`config.mk`:
```
export PLATFORM = sky130hd
export DESIGN_NAME = word_tally
export DESIGN_NICKNAME = d
export VERILOG_FILES = /design/src/rtl/word_tally.sv
export SDC_FILE = /design/constraint.sdc
export NUM_CORES = 1
export LEC_CHECK = 0
export BUFFER_PORTS_ARGS = -buffer_cell sky130_fd_sc_hd__buf_2
export CAP_MARGIN = 0
export CORE_ASPECT_RATIO = 1.5
export CORE_MARGIN = 1
export CORE_UTILIZATION = 40
export CTS_CLUSTER_SIZE = 8
export DETAILED_ROUTE_END_ITERATION = 8
export GPL_TIMING_DRIVEN = 0
export PLACE_DENSITY = 0.67
export SYNTH_ARGS = -nofsm -noshare
export SYNTH_HDL_FRONTEND = slang
export SYNTH_SLANG_ARGS = --single-unit
export TNS_END_PERCENT = 10
```
`constraint.sdc`:
```
create_clock -name clk -period 3.45 [get_ports clk]
set_input_delay 0 -clock clk [delete_from_list [all_inputs] [get_ports clk]]
set_output_delay 0 -clock clk [all_outputs]
set_load 0.02 [all_outputs]
```
`src/rtl/word_tally.sv`:
```
module word_tally #(
  parameter int COUNT_W     = 16,
  parameter int STATE_STYLE = 0
) (
  input  logic               clk,
  input  logic               rst,
  input  logic               byte_valid,
  input  logic [7:0]         byte_in,
  input  logic               stream_end,
  output logic [COUNT_W-1:0] word_total,
  output logic               in_word
);

  localparam logic [COUNT_W-1:0] TOTAL_MAX = '1;

  logic is_sep, after_byte, closes, next_in;

  assign is_sep = (byte_in == 8'h20) || (byte_in == 8'h09) ||
                  (byte_in == 8'h0A) || (byte_in == 8'h0D);

  assign after_byte = byte_valid ? !is_sep : in_word;
  assign closes     = (byte_valid && in_word && is_sep) || (stream_end && after_byte);
  assign next_in    = after_byte && !stream_end;

  always_ff @(posedge clk) begin
    if (rst)
      word_total <= '0;
    else if (closes && word_total != TOTAL_MAX)
      word_total <= word_total + 1'b1;
  end

  generate
    if (STATE_STYLE == 1) begin : g_onehot
      logic [1:0] oh;
      always_ff @(posedge clk) begin
        if (rst) oh <= 2'b01;
        else     oh <= next_in ? 2'b10 : 2'b01;
      end
      assign in_word = (oh == 2'b10);
    end else if (STATE_STYLE == 2) begin : g_gray
      logic [1:0] gr;
      always_ff @(posedge clk) begin
        if (rst) gr <= 2'b00;
        else     gr <= next_in ? 2'b01 : 2'b00;
      end
      assign in_word = (gr == 2'b01);
    end else begin : g_binary
      logic st;
      always_ff @(posedge clk) begin
        if (rst) st <= 1'b0;
        else     st <= next_in;
      end
      assign in_word = st;
    end
  endgenerate

endmodule

```
==> out/qor.txt, run 1 <==
first-pass GRT wire length - 3.40 mm
setup TNS - 0 ns
yosys warns - 0
HP Class - primary input to register
Crit Path Class - register to register
drt initial violations - 39
Worst path max stage delay - 0.45 ns
die span in y - 61.8 um
Leakage - 0.000488 uW
Worst setup EP type - register
RSZ-0062 raised after global routing - no
Worst EP arrival - 2.27 ns
Worst-Skew Late Latency - 0.29 ns
Net Count, Synth - 123
cells after synthesis - 110
Buf/Inv on CP - 0
most common cell after layout, fill and taps aside - buf_2
largest net degree at the start of global routing - 11
vias in the first global route - 808
skew final - 0.00119 ns
DRC viols - 0
htree depth - 1
PwrDens - 301 nW/um^2
cell family with most CP delay - simple AND/OR/NAND/NOR gates
Final nets - 157
top_reg_cell synth - dfxtp_1
clk root buf - clkbuf_4
CTS tree - yes
Critical Path RT - 3.64 ns
VDD IR-drop max - 248 uV
buffers inserted by post-CTS timing repair - 0
GRT met1 Usage - 19.5%
Top Ports - 29
gr usage total - 17.3%
Final min period - 2.08 ns
status - finished, final reports clean
routed wire length - 2.15 mm
Clock Sinks - 17
busiest layer in global routing - met2
Detailed Routing Iterations Pass 1 - 4
CP max-delay cell - a211oi_1
Post-synth ARST share - 0%
WL per Instance - 13.0 um
f_max - 482 MHz
Final ANT Viol Nets - 0
Slew HR - 58.7%
worst-margin pin slew - 0.613 ns
peak fanout along the critical path - 7
GRT met3 Usage - 2.89%
num rows - 21
post-synthesis sequential area ratio - 35.7%
CTS buffer count - 3
hold_ws - 0.0602 ns
Area Growth Syn to Fin - 21.6%
Die Wd - 41.8 um
commonest non-fill, non-tap cells in the layout - buf_2, dfxtp_1, a21oi_1
DR vias - 981
Synth cell types - 41
CP startpoint kind - register
share of layout cells above drive strength 1 - 32.2%
Tcrit/Tclk final - 60.2%
Antenna diodes - 0
max_cap viols - 0
Initial Utilization - 42.6%
final slew viol count - 0
gr ovfl total - 0
Synth Cell Area - 952 um^2
Final Wtd Congestion - 0.696
number of flops mapped to enable cells by yosys - 0
DP Wirelength - 1.62 mm
die area - 2580 um^2
vias per std cell - 5.91
synthesized flop and latch total - 17
final setup fails - 0
met2 global-route usage - 31.9%
clk slew on worst S/H paths - 0.09 ns
synthesized area per cell - 8.66 um^2
Hold Vio Cnt, Final - 0
antenna violations before repair - 0
buffer depth of the longest clock path - 2
CP Cell Sequence - and4_1 > nand4_1 > a211oi_1 > and3_1 > mux2_2
Core ar. - 2230 um^2
Buffers on Ports - 28
[synth_stat cells (4+ instances only)]
cell,count,area [um^2]
nor2_1,9,33.8
and3_1,4,25.0
nand2_1,6,22.5
a21oi_1,11,55.1
o21ai_0,6,30.0
nand3_1,4,20.0
dfxtp_1,17,340
[layout make-up]
type	instances	area [um^2]
flip-flops and latches	17	340
inverters	2	7.51
clock buffers	4	26.3
well taps	23	28.8
fillers	216	1080
multi-input cells	88	591
repair buffers	29	150
plain buffers	3	13.8
[registers in the layout (all words and copies together), names as in the netlist]
name and count:
in_word 1, word_total 16
[timing repair]
action | CTS | global route
gates resized for setup | 0 | 0
hold buffers | 1 | 0
endpoints found under the hold margin | 1 | 0
[metrics by stage]
stage               instances  setup slack (ns)  utilization [%]  cell area, um^2  power [uW]
floorplan                 110              1.47                -              952         229
global placement          161              1.41             50.2             1120         243
detailed placement        161              1.38             50.2             1120         245
CTS                       166              1.36             51.8             1160         353
global route              166              1.15             51.8             1160         364
finish                    166              1.37             51.8             1160         349
[path summary, 6_finish.rpt]
path | depth (start not counted) | slack [ns] | to | start
min reg2reg | 2 | 0.50 | word_total[9] | word_total[9]
max | 5 | 1.37 | word_total[11] | word_total[2]
min | 3 | 0.06 | in_word | byte_valid
max reg2reg | 5 | 1.37 | word_total[11] | word_total[2]
[cells by family after synthesis]
logic type | count (synthesis) | synth area share (%)
AOI/OAI and AO/OA | 30 | 21.7
xor gates and xnor gates | 3 | 2.76
adders and majority gates | 1 | 1.31
buffers and inverters | 5 | 2.23
DFF | 17 | 35.7
muxes | 4 | 4.60
and+or+nand+nor | 50 | 31.7
[worst reg2reg max path: stages, from the launching register on]
cell,delay [ns]
dfxtp_1,0.41
and4_1,0.30
nand4_1,0.28
a211oi_1,0.45
and3_1,0.22
mux2_2,0.32
[report_power, final]
| group | internal, uW | switching (uW) | total [uW] |
|---|---|---|---|
| Sequential | 199 | 3.85 | 203 |
| Clock | 45.1 | 62.4 | 108 |
| Combinational | 16.5 | 22.3 | 38.8 |
| Total | 260 | 88.6 | 349 |
[routing by layer]
layer | wire length, um | vias to the layer above
met4 | 42 | 0
met1 | 936 | 461
met5 | 0 | -
li1 | - | 490
met2 | 1080 | 25
met3 | 92 | 5
Note: power is estimated with default switching activity, not from simulation.
==> inputs of run 2 (changes only) <==
==> constraint.sdc (replaced) <==
create_clock -name clk -period 2 [get_ports clk]
set_input_delay 0 -clock clk [delete_from_list [all_inputs] [get_ports clk]]
set_output_delay 0 -clock clk [all_outputs]
set_load 0.02 [all_outputs]
==> run 2 against run 1 <==
Against the previous run: clock skew about the same; combinational power increased by 74%; final cell count rose by 0.60%; critical path depth rose by 1; sequential power up 71%; wire length fell by 0.23%; non-clock buffer count up 1; clock-buffer cell count unchanged; flip-flop and latch count stayed put; first-iteration DRC count rose by 5.1%; largest power group unchanged.
==> out/qor.txt, run 2 (synthesis results as in run 1) <==
Final Wtd Congestion - 0.696
worst-margin pin slew - 0.497 ns
CTS tree - yes
DP Wirelength - 1.62 mm
clk slew on worst S/H paths - 0.09 ns
Antenna diodes - 0
commonest non-fill, non-tap cells in the layout - buf_2, dfxtp_1, a21oi_1
final setup fails - 0
Critical Path RT - 2.19 ns
Design Power - 598 uW
Slew HR - 66.9%
WL per Instance - 12.9 um
Worst-Skew Late Latency - 0.29 ns
gr usage total - 17.2%
Worst EP arrival - 2.10 ns
hold_ws - 0.0703 ns
VDD IR-drop max - 427 uV
Largest Register - word_total
num rows - 21
DR vias - 1005
Initial Utilization - 42.6%
Hold Vio Cnt, Final - 0
routed wire length - 2.15 mm
CP startpoint - word_total[0]
PwrDens - 507 nW/um^2
die span in y - 61.8 um
antenna violations before repair - 0
Area Growth Syn to Fin - 23.9%
Buffers on Ports - 28
Crit Path Class - register to register
Core ar. - 2230 um^2
Worst Hold Path EP - in_word
drt initial violations - 41
Die Wd - 41.8 um
peak fanout along the critical path - 6
worst hold start - byte_valid
CP startpoint kind - register
non-filler cells, final - 167
share of layout cells above drive strength 1 - 36.8%
gr ovfl total - 0
Hold Path Depth - 3
Top Ports - 29
Worst R2R Start - word_total[0]
R2R setup slack - 0.09 ns
final slew viol count - 0
skew final - 0.00108 ns
Final nets - 158
Leakage - 0.000496 uW
Final ANT Viol Nets - 0
most common cell after layout, fill and taps aside - buf_2
Detailed Routing Iterations Pass 1 - 4
clk root buf - clkbuf_4
f_max - 524 MHz
first-pass GRT wire length - 3.39 mm
buffer depth of the longest clock path - 2
Tcrit/Tclk final - 95.4%
DRC viols - 0
RSZ-0062 raised after global routing - yes
max_cap viols - 0
Clock Sinks - 17
vias in the first global route - 815
CTS buffer count - 3
Worst setup EP type - register
die area - 2580 um^2
Reg2Reg Depth - 6
Reg2Reg Capture Point - word_total[4]
Inst Count DP - 161
vias per std cell - 6.02
status - finished, final reports clean
Largest register FFs - 16
HP Class - primary input to register
Final min period - 1.91 ns
largest net degree at the start of global routing - 11
htree depth - 1
-- run 2: area by class of cell --
class                           instances  area, um^2
Sequential cell                        17         348
Clock buffer                            4        26.3
Inverter                                2        7.51
Tap cell                               23        28.8
Fill cell                             214        1050
Timing Repair Buffer                   30         158
Buffer                                  3        13.8
Multi-Input combinational cell         88         598
-- run 2: repair_timing --
| action | in CTS | in global routing |
|---|---|---|
| buffers inserted | 0 | 1 |
| endpoints found under the hold margin | 1 | 0 |
| hold buffers | 1 | 0 |
| pin swaps | 0 | 1 |
| gates resized for setup | 1 | 8 |
| cloned | 0 | 0 |
| setup endpoints to repair | 1 | 6 |
-- run 2: where the power goes --
part	total [uW]	switching, uW	leakage [uW]	internal, uW
clock	183	105	0.0000150	77.6
sequential	348	6.38	0.000140	342
combinational	67.4	38.9	0.000341	28.5
-- run 2: how the worst max path moves through the flow --
stage	end	slack, ns	depth (start not counted)
after global placement	word_total[11]	-0.04	5
after CTS	word_total[11]	0.01	5
after floorplan	word_total[4]	0.02	6
after global routing	word_total[5]	-0.03	6
after detailed placement	word_total[11]	-0.07	5
final	word_total[4]	0.09	6
-- run 2: worst max-delay path, cell delays in order, from the launching register on --
cell and delay [ns]:
dfxtp_1 0.44, ha_1 0.23, nand3_1 0.15, or3_1 0.35, o211a_1 0.18, and3_1 0.20, mux2_2 0.26
-- run 2: metal layers --
| layer | GRT usage [%] | part of all wire (%) |
|---|---|---|
| met5 | 0 | 0 |
| met4 | 8.29 | 1.6 |
| met3 | 2.89 | 6.1 |
| met2 | 32.4 | 51 |
| met1 | 19.0 | 41 |
-- run 2: stage by stage --
step           TNS, ns  worst slack (ns)  utilization (%)  cell area, um^2
3_5_place_dp   -0.0692           -0.0692             50.2             1120
2_1_floorplan        0            0.0212                -              952
6_report             0            0.0928             52.8             1180
4_1_cts              0            0.0137             52.0             1160
3_3_place_gp   -0.0378           -0.0378             50.2             1120
5_1_grt        -0.0290           -0.0290             52.8             1180
==> inputs of run 3 (changes only) <==
--- a/config.mk
+++ b/config.mk
@@ -5,6 +5,7 @@
 export SDC_FILE = /design/constraint.sdc
 export NUM_CORES = 1
 export LEC_CHECK = 0
+export ABC_AREA = 1
 export BUFFER_PORTS_ARGS = -buffer_cell sky130_fd_sc_hd__buf_2
 export CAP_MARGIN = 0
 export CORE_ASPECT_RATIO = 1.5
@@ -13,7 +14,7 @@
 export CTS_CLUSTER_SIZE = 8
 export DETAILED_ROUTE_END_ITERATION = 8
 export GPL_TIMING_DRIVEN = 0
-export PLACE_DENSITY = 0.67
+export PLACE_DENSITY = 0.65
 export SYNTH_ARGS = -nofsm -noshare
 export SYNTH_HDL_FRONTEND = slang
 export SYNTH_SLANG_ARGS = --single-unit
==> run 3 against run 2 <==
Against the previous run: sequential share of layout area is 4.7 points lower; power is 14% higher; setup slack better by 0.12 ns; wire length is 27% higher; global-route usage is 4.0 points higher; clock power is 45% higher; core utilization is 1.5 points lower; final area is 16% higher; area after synthesis is 18% higher; die area is 17% higher; flip-flop and latch count stayed put; clock-buffer cell count is 1 lower; critical endpoint is now word_total[0].
==> out/qor.txt, run 3 <==
Final ANT Viol Nets - 0
CTS buffer count - 3
Slew HR - 65.6%
max_cap viols - 0
area fraction of the dominant cell type after synthesis - 30.4%
Largest Register - word_total
most common cell after layout, fill and taps aside - nand2_1
Buffers on Ports - 28
Reg2Reg Depth - 7
Reg2Reg Capture Point - word_total[0]
DP Wirelength - 2.12 mm
count leader, synth - nand2_1
Final nets - 221
PnR worst setup slack - 0.213 ns
die span in y - 66.8 um
f_max - 560 MHz
skew final - 0.00598 ns
yosys warns - 0
Final Wtd Congestion - 0.839
Hold Vio Cnt, Final - 0
area leader, netlist - dfxtp_1
worst-margin pin slew - 0.515 ns
Worst-Skew Late Latency - 0.25 ns
Post-synth ARST share - 0%
worst hold start - byte_valid
Net Count, Synth - 186
Hold Path Depth - 4
synthesized area per cell - 6.47 um^2
Synth cell types - 23
HP Class - primary input to register
Worst setup EP type - register
Synth Cell Area - 1120 um^2
R2R setup slack - 0.21 ns
gr ovfl total - 0
met2 global-route usage - 38.4%
vias in the first global route - 1133
Design Power - 684 uW
clk root buf - clkbuf_8
first-pass GRT wire length - 4.78 mm
cells after synthesis - 173
leading post-synthesis cells by cell area - dfxtp_1, nand2_1, nand3_1
CTS tree - yes
GRT met3 Usage - 2.71%
RSZ-0062 raised after global routing - no
Leakage - 0.000583 uW
DR vias - 1221
gr usage total - 21.2%
drt initial violations - 33
status - finished, final reports clean
post-synthesis sequential area ratio - 30.4%
Buf/Inv on CP - 1
top_reg_cell synth - dfxtp_1
Worst EP arrival - 1.94 ns
Largest register FFs - 16
Die Wd - 45.2 um
Worst path max stage delay - 0.42 ns
commonest non-fill, non-tap cells in the layout - nand2_1, buf_2, nand3_1
DRC viols - 0
htree depth - 1
CP max-delay cell - dfxtp_1
routed wire length - 2.72 mm
antenna violations before repair - 0
pre-CTS setup slack - 0.180 ns
GRT met1 Usage - 23.6%
num rows - 23
VDD IR-drop max - 342 uV
CP Cell Sequence - ha_1 > nand2_1 > nor2_4 > nand4_4 > buf_2 > a21oi_1 > nor2_1
Clock Sinks - 17
number of flops mapped to enable cells by yosys - 0
clk slew on worst S/H paths - 0.07 ns
synthesized flop and latch total - 17
peak fanout along the critical path - 10
Core ar. - 2680 um^2
PwrDens - 498 nW/um^2
WL per Instance - 11.2 um
Critical Path RT - 2.15 ns
Initial Utilization - 41.8%
Antenna diodes - 0
buffer depth of the longest clock path - 2
final setup fails - 0
Crit Path Class - register to register
Final min period - 1.79 ns
vias per std cell - 5.00
Tcrit/Tclk final - 89.3%
die area - 3020 um^2
Top Ports - 29
final slew viol count - 0
Worst Hold Path EP - in_word
Synth top cells by count - nand2_1, nand3_1, nor2_1, dfxtp_1, inv_1
largest net degree at the start of global routing - 11
Area Growth Syn to Fin - 22.6%
CP startpoint kind - register
busiest layer in global routing - met2
cell family with most CP delay - simple AND/OR/NAND/NOR gates
share of layout cells above drive strength 1 - 21.7%
Detailed Routing Iterations Pass 1 - 4
Worst R2R Start - word_total[0]
setup TNS - 0 ns
==> run 3: per-stage QoR <==
stage                     std cells  utilization, %  cell area (um^2)  hold slack, ns
final                           244            51.3              1370           0.148
after global routing            244            51.3              1370           0.202
after CTS                       244            51.3              1370           0.147
after detailed placement        238            48.8              1310           0.204
after global placement          238            48.8              1310           0.185
after floorplan                 173               -              1120          0.0624
==> run 3: cells by family after synthesis <==
group	after synthesis	share of synthesized area, %
and+or+nand+nor	111	45.9
buffers and inverters	20	8.49
DFF	17	30.4
AOI/OAI and AO/OA	16	7.82
xor gates and xnor gates	8	6.26
adders and majority gates	1	1.12
==> run 3: repair_timing <==
item | CTS | global route
hold endpoints to repair | 5 | 0
gates resized for setup | 0 | 0
setup endpoints to repair | 0 | 2
setup buffers | 0 | 0
hold buffers | 2 | 0
==> run 3: power breakdown <==
group	total [uW]	leakage (uW)	internal [uW]	switching, uW
Combinational	73.0	0.000420	30.5	42.5
Clock	265	0.0000255	138	126
Sequential	347	0.000137	342	4.55
Total	684	0.000583	511	173
==> run 3: worst register-to-register path: stages, from the launching register on <==
cell     delay [ns]
dfxtp_1        0.42
ha_1           0.26
nand2_1        0.13
nor2_4         0.21
nand4_4        0.19
buf_2          0.25
a21oi_1        0.16
nor2_1         0.06
==> run 3: area by class of cell <==
cell class                 count  area [um^2]
inverter                      15         56.3
fill                         291         1300
tap                           37         46.3
clock buffer                   3         41.3
sequential                    17          340
multi-input combinational    136          684
clock inverter                 1         5.00
timing repair buffer          30          160
buffer                         5         38.8
==> run 3: per-layer routing <==
| metal | wire [um] | part of all wire, % | vias up |
|---|---|---|---|
| li1 | - | - | 629 |
| met1 | 1130 | 42 | 560 |
| met2 | 1480 | 54 | 28 |
| met3 | 75 | 2.8 | 4 |
| met4 | 34 | 1.2 | 0 |
| met5 | 0 | 0 | - |
==> run 3: worst max path at each step <==
stage | startpoint | endpoint | slack, ns | cells after the start
finish | word_total[0] | word_total[0] | 0.21 | 7
detailed placement | word_total[0] | word_total[0] | 0.18 | 7
floorplan | word_total[0] | word_total[0] | 0.27 | 7
global placement | word_total[0] | word_total[0] | 0.19 | 7
CTS | word_total[0] | word_total[0] | 0.17 | 7
global route | word_total[0] | word_total[5] | 0.009 | 8
